<file path="config.mk">
export PLATFORM = sky130hd
export DESIGN_NAME = tri_leg_gate_ctrl
export DESIGN_NICKNAME = d
export VERILOG_FILES = /design/src/rtl/hbg_pkg.sv /design/src/rtl/hbg_sync.sv /design/src/rtl/hbg_leg.sv /design/src/rtl/tri_leg_gate_ctrl.sv
export SDC_FILE = /design/constraint.sdc
export NUM_CORES = 1
export LEC_CHECK = 0
export BUFFER_PORTS_ARGS = -buffer_cell sky130_fd_sc_hd__buf_2
export CORE_MARGIN = 2
export CORE_UTILIZATION = 60
export CTS_BUF_LIST = sky130_fd_sc_hd__clkbuf_4
export CTS_CLUSTER_DIAMETER = 50
export CTS_CLUSTER_SIZE = 20
export DETAILED_ROUTE_END_ITERATION = 8
export PLACE_DENSITY = 0.86
export REMOVE_ABC_BUFFERS = 1
export SLEW_MARGIN = 20
export SYNTH_ARGS = -nofsm -noshare
export SYNTH_HDL_FRONTEND = slang
export SYNTH_HIERARCHICAL = 1
export SYNTH_SLANG_ARGS = --single-unit
</file>
<file path="constraint.sdc">
create_clock -name clk -period 2.1 [get_ports clk]
set_clock_uncertainty 0.2 [all_clocks]
set_input_delay 0.315 -clock clk [delete_from_list [all_inputs] [get_ports clk]]
set_output_delay 0.315 -clock clk [all_outputs]
set_load 0.005 [all_outputs]
</file>
<file path="src/rtl/hbg_pkg.sv">
package hbg_pkg;

   // requested or driven switch pair of one leg
   typedef struct packed {
      logic up;
      logic dn;
   } sw_pair_t;

   typedef enum logic [1:0] {
      LEG_OFF = 2'b00,
      LEG_UP  = 2'b01,
      LEG_DN  = 2'b10
   } leg_state_e;

   // a request pair maps to the wanted state; overlap means off
   function automatic leg_state_e wanted_state(input sw_pair_t r);
      leg_state_e s;
      if (r.up && !r.dn)      s = LEG_UP;
      else if (r.dn && !r.up) s = LEG_DN;
      else                    s = LEG_OFF;
      return s;
   endfunction

   function automatic sw_pair_t state_to_pair(input leg_state_e s);
      sw_pair_t p;
      p.up = (s == LEG_UP);
      p.dn = (s == LEG_DN);
      return p;
   endfunction

endpackage

</file>
<file path="src/rtl/hbg_sync.sv">
module hbg_sync #(
   parameter int   WIDTH   = 1,
   parameter int   STAGES  = 2,
   parameter logic RST_VAL = 1'b0
) (
   input  logic             clk,
   input  logic             rst_n,
   input  logic [WIDTH-1:0] d,
   output logic [WIDTH-1:0] q
);

   localparam logic [WIDTH-1:0] RST_WORD = {WIDTH{RST_VAL}};

   if (WIDTH < 1) begin : g_bad_width
      $error("hbg_sync: WIDTH must be at least 1");
   end
   if (STAGES < 2) begin : g_bad_stages
      $error("hbg_sync: STAGES must be at least 2");
   end

   logic [WIDTH-1:0] stg [STAGES];

   always_ff @(posedge clk or negedge rst_n) begin
      if (!rst_n) stg[0] <= RST_WORD;
      else        stg[0] <= d;
   end

   for (genvar k = 1; k < STAGES; k++) begin : g_stage
      always_ff @(posedge clk or negedge rst_n) begin
         if (!rst_n) stg[k] <= RST_WORD;
         else        stg[k] <= stg[k-1];
      end
   end

   assign q = stg[STAGES-1];

endmodule

</file>
<file path="src/rtl/hbg_leg.sv">
module hbg_leg
   import hbg_pkg::*;
#(
   parameter int DEAD_CYC = 8,
   localparam int CW      = $clog2(DEAD_CYC + 1)
) (
   input  logic     clk,
   input  logic     rst_n,
   input  logic     kill_s,
   input  sw_pair_t req,
   output sw_pair_t drv
);

   localparam logic [CW-1:0] CNT_FULL = CW'(DEAD_CYC);
   localparam logic [CW:0]   RUN_MIN  = (CW+1)'(DEAD_CYC);
   localparam logic [CW:0]   RUN_SAT  = (CW+1)'(DEAD_CYC + 1);

   if (DEAD_CYC < 1) begin : g_bad_dead
      $error("hbg_leg: DEAD_CYC must be at least 1");
   end

   leg_state_e    st_q, st_d, want;
   logic [CW-1:0] cnt_q;

   assign want = wanted_state(req);

   always_comb begin
      st_d = st_q;
      unique case (st_q)
         LEG_UP:  if (want != LEG_UP) st_d = LEG_OFF;
         LEG_DN:  if (want != LEG_DN) st_d = LEG_OFF;
         default: if (cnt_q == '0)    st_d = want;
      endcase
      if (kill_s) st_d = LEG_OFF;
   end

   always_ff @(posedge clk or negedge rst_n) begin
      if (!rst_n) st_q <= LEG_OFF;
      else        st_q <= st_d;
   end

   // countdown reloads while a switch is on or killed, runs while both are off
   always_ff @(posedge clk or negedge rst_n) begin
      if (!rst_n)                          cnt_q <= CNT_FULL;
      else if (kill_s || st_q != LEG_OFF)  cnt_q <= CNT_FULL;
      else if (cnt_q != '0)                cnt_q <= cnt_q - 1'b1;
   end

   assign drv = state_to_pair(st_q);

   // checker-side count of consecutive both-off cycles, saturating
   logic [CW:0] off_run;
   always_ff @(posedge clk or negedge rst_n) begin
      if (!rst_n)                off_run <= '0;
      else if (st_q != LEG_OFF)  off_run <= '0;
      else if (off_run < RUN_SAT) off_run <= off_run + 1'b1;
   end


   overlap_off_chk: assert property (@(posedge clk) disable iff (!rst_n)
      (req.up && req.dn) |=> (st_q == LEG_OFF));


   up_release_chk: assert property (@(posedge clk) disable iff (!rst_n)
      (st_q == LEG_UP && !(req.up && !req.dn)) |=> (st_q != LEG_UP));


   dn_release_chk: assert property (@(posedge clk) disable iff (!rst_n)
      (st_q == LEG_DN && !(req.dn && !req.up)) |=> (st_q != LEG_DN));


   dead_gap_chk: assert property (@(posedge clk) disable iff (!rst_n)
      (st_q == LEG_OFF && st_d != LEG_OFF) |-> (off_run >= RUN_MIN));


   kill_hold_chk: assert property (@(posedge clk) disable iff (!rst_n)
      kill_s |=> (st_q == LEG_OFF));

endmodule

</file>
<file path="src/rtl/tri_leg_gate_ctrl.sv">
module tri_leg_gate_ctrl
   import hbg_pkg::*;
#(
   parameter int NUM_LEGS       = 3,
   parameter int DEAD_CYC       = 8,
   parameter int SYNC_STAGES    = 2,
   parameter bit DIS_REGISTERED = 1'b0
) (
   input  logic                clk,
   input  logic                rst_n,
   input  logic [NUM_LEGS-1:0] up_req,
   input  logic [NUM_LEGS-1:0] dn_req,
   input  logic                dis_a,
   input  logic                dis_b,
   input  logic                uv_lock,
   output logic [NUM_LEGS-1:0] up_gate,
   output logic [NUM_LEGS-1:0] dn_gate,
   output logic                float_o
);

   localparam int REQ_W = 2 * NUM_LEGS;

   if (NUM_LEGS < 1) begin : g_bad_legs
      $error("tri_leg_gate_ctrl: NUM_LEGS must be at least 1");
   end

   logic             kill_raw, kill_s, kill_mask;
   logic [REQ_W-1:0] req_s;

   assign kill_raw = dis_a | dis_b | uv_lock;

   hbg_sync #(.WIDTH(REQ_W), .STAGES(SYNC_STAGES), .RST_VAL(1'b0)) i_req_sync (
      .clk   (clk),
      .rst_n (rst_n),
      .d     ({dn_req, up_req}),
      .q     (req_s)
   );

   hbg_sync #(.WIDTH(1), .STAGES(SYNC_STAGES), .RST_VAL(1'b1)) i_kill_sync (
      .clk   (clk),
      .rst_n (rst_n),
      .d     (kill_raw),
      .q     (kill_s)
   );

   // output mask: same cycle, or a single registered stage
   if (DIS_REGISTERED) begin : g_mask_reg
      logic mask_q;
      always_ff @(posedge clk or negedge rst_n) begin
         if (!rst_n) mask_q <= 1'b1;
         else        mask_q <= kill_raw;
      end
      assign kill_mask = mask_q | kill_raw;
   end else begin : g_mask_comb
      assign kill_mask = kill_raw;
   end

   for (genvar g = 0; g < NUM_LEGS; g++) begin : g_leg
      sw_pair_t leg_req, leg_drv;
      assign leg_req.up = req_s[g];
      assign leg_req.dn = req_s[NUM_LEGS + g];

      hbg_leg #(.DEAD_CYC(DEAD_CYC)) i_leg (
         .clk    (clk),
         .rst_n  (rst_n),
         .kill_s (kill_s),
         .req    (leg_req),
         .drv    (leg_drv)
      );

      assign up_gate[g] = leg_drv.up & ~kill_mask;
      assign dn_gate[g] = leg_drv.dn & ~kill_mask;
   end

   assign float_o = kill_mask;


   kill_outputs_chk: assert property (@(posedge clk) disable iff (!rst_n)
      kill_raw |-> (up_gate == '0 && dn_gate == '0 && float_o));


   leg_exclusive_chk: assert property (@(posedge clk) disable iff (!rst_n)
      (up_gate & dn_gate) == '0);

endmodule

</file>
==> impl_results.md, run 1 <==
- Clock group share of total power: a little under a third
- DP HPWL: around 1900 µm
- Clock Sinks: 32
- Vias: 1124
- Count leader, synth: dfrtp_1
- Setup ws final: ~47 ps
- Worst-path clk slew: about 100 ps
- CP Class: flip-flop to output port
- Drt first pass iters: 4
- Cts bufs inserted: 5
- GR Util All Layers: 23.9%
- Synth cell count leaders: 27 x dfrtp_1, 15 x ha_1, 12 x inv_1
- Congestion Overflow GR: 0
- Core outline area: roughly 0.0025 mm²
- Initial antenna violation count: 0
- Vias in the first global route: approximately 1.2k
- Setup Viol. Count Final: 0
- Deepest clock path buffer count: 2
- Setup crit end: dn_gate[2]
- Warnings, synthesis: 6
- Met1 usage: a little over a quarter
- GP Congestion: about 0.70
- Die Height: approximately 56 µm
- Largest cells by area after synthesis: dfrtp_1 41%, ha_1 11%, dfstp_2 8.0%, mux2i_1 3.7%, nor3b_4 3.4%
- Hold WC Path Type: flip-flop to flip-flop
- Tmin final: between 2000 and 2500 ps
- Fin area: ~0.0019 mm²
- Post-DR wirelength/cell: 17.4 µm
- GR met3 Demand/Resource: around 7.2%
- Area leader, netlist: dfrtp_1
- Setup tns final: 0 ps
- Sw frac: ~25%
- Final hold vios: 0
- DRC Markers: 0
- FF+latch count, synth: 32
- Sw Pwr: roughly 0.28 mW
- Post-synthesis cell area: about 0.0016 mm²
- Chip Width: 56.2 µm
- CTS tree: done
- Starting DRT DRC Count: 27
- Logic pwr share: a little over a tenth
- Area after DPL: approximately 0.0017 mm²
- Maximum vdd drop: approximately 0.6 mV
- Post-synth top area share: about 41%
- First-pass GRT wire length: about 5600 µm
- Via density: 5.88
- PwrDens: approximately 600 mW/mm²
- IO buf count: 17
- H-tree levels: 2
- R2R depth: 5
- Fmax: between 0.4 and 0.5 GHz
- RR Startpoint: g_leg[2].i_leg/cnt_q[0]$_DFFE_PN0P_
- Die area: 0.00316 mm²
- Int Pwr: between 0.8 and 0.9 mW
- Pins Over Slew Limit: 0
- Met2 Track Usage GR: approximately 43%
- Worst slack, placed: roughly 430 ps
- Critical Path End Type: output port
- Inserted Diodes: 0
- Num rows: 18
- Worst-Margin Slew: 705 ps
- Predominant post-synthesis flop cell: dfrtp_1
- End of the worst register-to-register path: g_leg[2].i_leg/st_q[0]$_DFFE_PN0P_
- Synth cell types: 21
- Post-CTS setup buffers: 0
- Seq/Total Area, Yosys: 49.3%
- Post-synth EDFFs: 0
- Final wirelength: roughly 3300 µm
- Final worst-path cycle share: between 90% and 100%
- Detail Route Antenna Nets: 0
- Crit path from: g_leg[2].i_leg/st_q[0]$_DFFE_PN0P_
- Leakage power: around 0.76 nW
- Layout cells sized above 1: 23.6%
- Worst endpoint required time: between 1500 and 2000 ps
- Reg-to-reg setup timing slack: 270 ps
- Later-pin clock latency in the skew report: 340 ps
- WP data arrival: approximately 1500 ps
- Area delta synth->final: 13.8%
- Clk Tree Root Cell: clkbuf_4
- Slew headroom: a little over half
- Largest net degree at the start of global routing: 33
- Io pins: 18
- Average size of a mapped cell: 12.1 µm²
- Critical path launch point type: flip-flop
- Critical path fanouts, max: 4
- Cell count after synthesis: between 100 and 150
- Seq pwr share: approximately 59%
- Worst Hold Depth: 0
- Async set-reset flop share out of synthesis: 100%
- GRT Max-Usage Layer: met2
- Initial Utilization: 64.8%
- Final #Nets: 186
- Max-cap violation count: 0
- Status: finished clean
-- what timing repair did --
item	in CTS	in global routing
setup endpoints to repair	1	3
hold buffers	7	0
endpoints found under the hold margin	33	0
pin swaps	0	0
resized for setup	1	3
-- worst max-delay path, cell delays in order, from the launching register on --
cell and delay [ps]:
dfrtp_1 430, inv_1 100, ha_1 220, nor4b_2 270, buf_2 180
-- layout by cell type, fill, tap and decap left out, types with 7 or more instances in the layout --
master and count:
ha_1 15, buf_2 17, dlygate4sd3_1 7, inv_1 12, dfrtp_1 27
-- state kept, by name, summed over array words and instances (netlist names) --
name / cells
g_leg.i_leg/st_q: 6
i_req_sync/stg: 6
i_req_sync/q: 6
i_kill_sync/q: 1
g_leg.i_leg/cnt_q: 12
i_kill_sync/stg: 1
-- routing by layer --
layer / share of wire [%] / up-vias
met4: 2.8 / 0
met5: 0 / -
li1: - / 520
met3: 4.8 / 10
met1: 40 / 560
met2: 52 / 34
-- cell families after synthesis --
| family | count (synthesis) | share of synthesized area [%] |
|---|---|---|
| flops | 32 | 49.4 |
| xor+xnor | 6 | 3.21 |
| compound gates | 15 | 7.12 |
| buf+inv | 18 | 5.51 |
| fa+ha+maj | 15 | 11.5 |
| simple gates | 43 | 19.7 |
| mux | 6 | 3.67 |
-- through the flow --
stage | instances | total power, mW | hold slack (ps) | utilization, %
finish | 191 | 1.12 | 163 | 73.8
global route | 191 | 1.17 | 171 | 73.8
CTS | 191 | 1.12 | 128 | 73.0
detailed placement | 176 | 0.775 | 138 | 67.9
global placement | 176 | 0.767 | 132 | 67.9
floorplan | 129 | 0.734 | -181 | -
-- final cells by class --
class	count	area (µm²)
repair buffers	24	155
flip-flops and latches	32	807
clock inverters	2	7.51
clock buffers	6	45.0
well taps	30	37.5
inverters	12	45.0
fillers	157	662
multi-input cells	85	763
-- power groups by stage --
stage | sequential [mW] | combinational (mW) | clock (mW)
after global routing | 0.666 | 0.130 | 0.375
after CTS | 0.661 | 0.114 | 0.342
final | 0.662 | 0.117 | 0.340
after floorplan | 0.669 | 0.0652 | 0
after detailed placement | 0.673 | 0.102 | 0
after global placement | 0.671 | 0.0955 | 0
-- worst min-delay path by stage --
stage	start	end	slack (ps)
6_report	i_req_sync/stg[10]$_DFF_PN0_	i_req_sync/q[4]$_DFF_PN0_	160
5_1_grt	i_req_sync/stg[10]$_DFF_PN0_	i_req_sync/q[4]$_DFF_PN0_	170
4_1_cts	uv_lock	i_kill_sync/stg[1]$_DFF_PN1_	130
3_5_place_dp	i_req_sync/stg[7]$_DFF_PN0_	i_req_sync/q[1]$_DFF_PN0_	140
3_3_place_gp	i_req_sync/stg[10]$_DFF_PN0_	i_req_sync/q[4]$_DFF_PN0_	130
2_1_floorplan	rst_n	g_leg[0].i_leg/cnt_q[0]$_DFFE_PN0P_	-180
Power figures use the tool's default switching activity.
==> run 2, diff against run 1 <==
--- a/config.mk
+++ b/config.mk
@@ -5,6 +5,7 @@
 export SDC_FILE = /design/constraint.sdc
 export NUM_CORES = 1
 export LEC_CHECK = 0
+export ABC_AREA = 1
 export BUFFER_PORTS_ARGS = -buffer_cell sky130_fd_sc_hd__buf_2
 export CORE_MARGIN = 2
 export CORE_UTILIZATION = 60
@@ -12,6 +13,7 @@
 export CTS_CLUSTER_DIAMETER = 50
 export CTS_CLUSTER_SIZE = 20
 export DETAILED_ROUTE_END_ITERATION = 8
+export HOLD_SLACK_MARGIN = 0.06
 export PLACE_DENSITY = 0.86
 export REMOVE_ABC_BUFFERS = 1
 export SLEW_MARGIN = 20
==> run 2 against run 1 <==
Critical path depth rose by 1; first-iteration DRC count rose by 110%; final area rose by 5.9%; core utilization fell by 2.3 points; sequential power rose by 1%; register-to-register slack improved by 330 ps; worst hold slack got worse by 57 ps; combinational power rose by 14%.
==> impl_results.md, run 2 <==
- IO buf count: 17
- Post-CTS setup buffers: 0
- Most common cell after layout, fill and taps aside: inv_1
- Worst Hold Depth: 3
- Cts hold-fix bufs: 7
- Status: finished clean
- Synth cell types: 18
- RR Startpoint: g_leg[1].i_leg/st_q[0]$_DFFE_PN0P_
- Maximum vdd drop: roughly 0.57 mV
- PostCTS Resize Cnt: 0
- Deepest clock path buffer count: 2
- Count leader, synth: inv_1
- Clock Sinks: 32
- Final hold vios: 0
- Max reg flops: 12
- DR WL met2: 1440 µm
- Initial Utilization: between 60% and 70%
- R2R depth: 7
- Num rows: 19
- Crit path from: g_leg[2].i_leg/st_q[1]$_DFFE_PN0P_
- RSZ-0062 raised after global routing: no
- Core outline area: about 0.0028 mm²
- Fmax: ~0.57 GHz
- Vias: 1262
- Worst-Margin Slew: roughly 670 ps
- Async set-reset flop share out of synthesis: 100%
- Synth cell count leaders: 31 x inv_1, 27 x dfrtp_1, 24 x nand2_1, 19 x nor2_1, 18 x nand3_1
- Setup Viol. Count Final: 0
- PwrDens: around 640 mW/mm²
- Area delta synth->final: 13.2%
- Die Height: between 50 and 60 µm
- Largest cells by area after synthesis: dfrtp_1 39%, ha_1 11%, dfstp_2 7.5%, inv_1 6.7%, nand3_1 5.2%
- Met3 WL: ~94 µm
- Sw frac: 23.3%
- Tmin final: 1770 ps
- Detail Route Antenna Nets: 0
- Max-cap violation count: 0
- Predominant post-synthesis flop cell: dfrtp_1
- Hold WC Path Type: input pin to flip-flop
- FF+latch count, synth: 32
- Warnings, synthesis: 6
- Later-pin clock latency in the skew report: roughly 320 ps
- Worst-path clk slew: 90 ps
- Average size of a mapped cell: just over 9 µm²
- Seq pwr share: around 53%
- Largest net degree at the start of global routing: 33
- Critical path fanouts, max: 3
- Post-synth top area share: about two fifths
- Worst slack, placed: approximately 600 ps
- Setup ws final: 331 ps
- Post-synthesis cell area: roughly 0.0017 mm²
- Critical Path End Type: output port
- Post-synth EDFFs: 0
- First-pass GRT wire length: 5330 µm
- Cts bufs inserted: 5
- Hold_sp: uv_lock
- Int Pwr: 0.964 mW
- Starting DRT DRC Count: 58
- Cell count after synthesis: between 150 and 200
- DP HPWL: slightly above 2000 µm
- Final worst-path cycle share: between 80% and 90%
- Leakage power: between 1 and 1.5 nW
- Congestion Overflow GR: 0
- Sw Pwr: between 0.2 and 0.3 mW
- Highest metal used: met4
- Setup tns final: 0 ps
- Seq/Total Area, Yosys: between 40% and 50%
- Final wirelength: between 2000 and 3000 µm
- Post-DR wirelength/cell: 11.6 µm
- Slew headroom: 55.0%
- Filler cell count: 215
- Biggest register: g_leg.i_leg/cnt_q
- Layout cells sized above 1: approximately 25%
- GP Congestion: 0.827
- Clk Tree Root Cell: clkbuf_4
- Pins Over Slew Limit: 0
- H-tree levels: 2
- GR Util All Layers: 21.3%
- Initial antenna violation count: 0
- Area leader, netlist: dfrtp_1
- Met1 WL: roughly 1300 µm
- Io pins: 18
- Drt first pass iters: 5
- DRC Markers: 0
- Die area: around 0.0033 mm²
- WP data arrival: about 1300 ps
- Via density: around 5
- CP Class: flip-flop to output port
- Final #Nets: 242
- Critical path launch point type: flip-flop
- Vias in the first global route: roughly 1.2k
- Logic pwr share: between 10% and 20%
- Inserted Diodes: 0
- Worst endpoint required time: 1580 ps
- Chip Width: 57.9 µm
- Clock group share of total power: about 36%
- CTS tree: done
- Most frequent cells in the layout: 31 x inv_1, 27 x dfrtp_1, 24 x nand2_1, 19 x nor2_1, 18 x nand3_1
run 2: cell types whose count changed after synthesis, moves of 12 or more:
cell / change
nand2_1: +24
nand4_1: +12
nor2_1: +16
nand3_1: +18
inv_1: +19
run 2: layout make-up:
type	instances	area [µm²]	area share (%)
clock buffers	6	45.0	2.29
clock inverters	2	35.0	1.78
inverters	37	139	7.05
multi-input cells	116	749	38.1
flip-flops and latches	32	807	41.0
well taps	31	38.8	1.97
repair buffers	24	155	7.88
run 2: power groups by stage:
stage | sequential (mW) | clock [mW] | combinational [mW]
final | 0.669 | 0.456 | 0.133
after global routing | 0.673 | 0.502 | 0.155
after CTS | 0.669 | 0.478 | 0.134
after detailed placement | 0.680 | 0 | 0.123
after global placement | 0.679 | 0 | 0.119
after floorplan | 0.676 | 0 | 0.0862
run 2: logic make-up (layout without fill, tap and decap cells):
| family | count (synthesis) | count (layout) | synth area share, % |
|---|---|---|---|
| compound gates | 6 | 6 | 1.94 |
| xor+xnor | 3 | 3 | 1.51 |
| fa+ha+maj | 15 | 15 | 10.8 |
| buf+inv | 43 | 69 | 10.6 |
| flops | 32 | 32 | 46.4 |
| simple gates | 92 | 92 | 28.8 |
run 2: metal layers:
layer  vias to the layer above  track usage [%]
li1                        651                -
met2                        30             35.2
met4                         0             8.97
met5                         -                0
met1                       573             26.6
met3                         8             5.36
run 2: final timing paths:
check	endpoint	slack [ps]
min in group asynchronous	g_leg[2].i_leg/st_q[1]$_DFFE_PN0P_	360
min reg2reg	i_req_sync/q[5]$_DFF_PN0_	160
min	i_kill_sync/stg[1]$_DFF_PN1_	110
max reg2reg	g_leg[1].i_leg/st_q[0]$_DFFE_PN0P_	600
max	up_gate[2]	330
max in group asynchronous	g_leg[0].i_leg/cnt_q[2]$_DFFE_PN0P_	910
run 2: critical path, cell delays in order, from the launching register on:
cell and delay [ps]:
dfrtp_1 410, inv_1 90, ha_1 190, inv_1 50, nor2_1 80, buf_2 110
run 2: through the flow:
| stage | hold WS, ps | cells | area (µm²) | util, % | power (mW) |
|---|---|---|---|---|---|
| after CTS | 87.7 | 248 | 1970 | 71.4 | 1.28 |
| final | 106 | 248 | 1970 | 71.4 | 1.26 |
| after detailed placement | 135 | 233 | 1820 | 66.0 | 0.803 |
| after global placement | 134 | 233 | 1820 | 66.0 | 0.797 |
| after floorplan | -181 | 185 | 1700 | - | 0.762 |
| after global routing | 100 | 248 | 1970 | 71.4 | 1.33 |
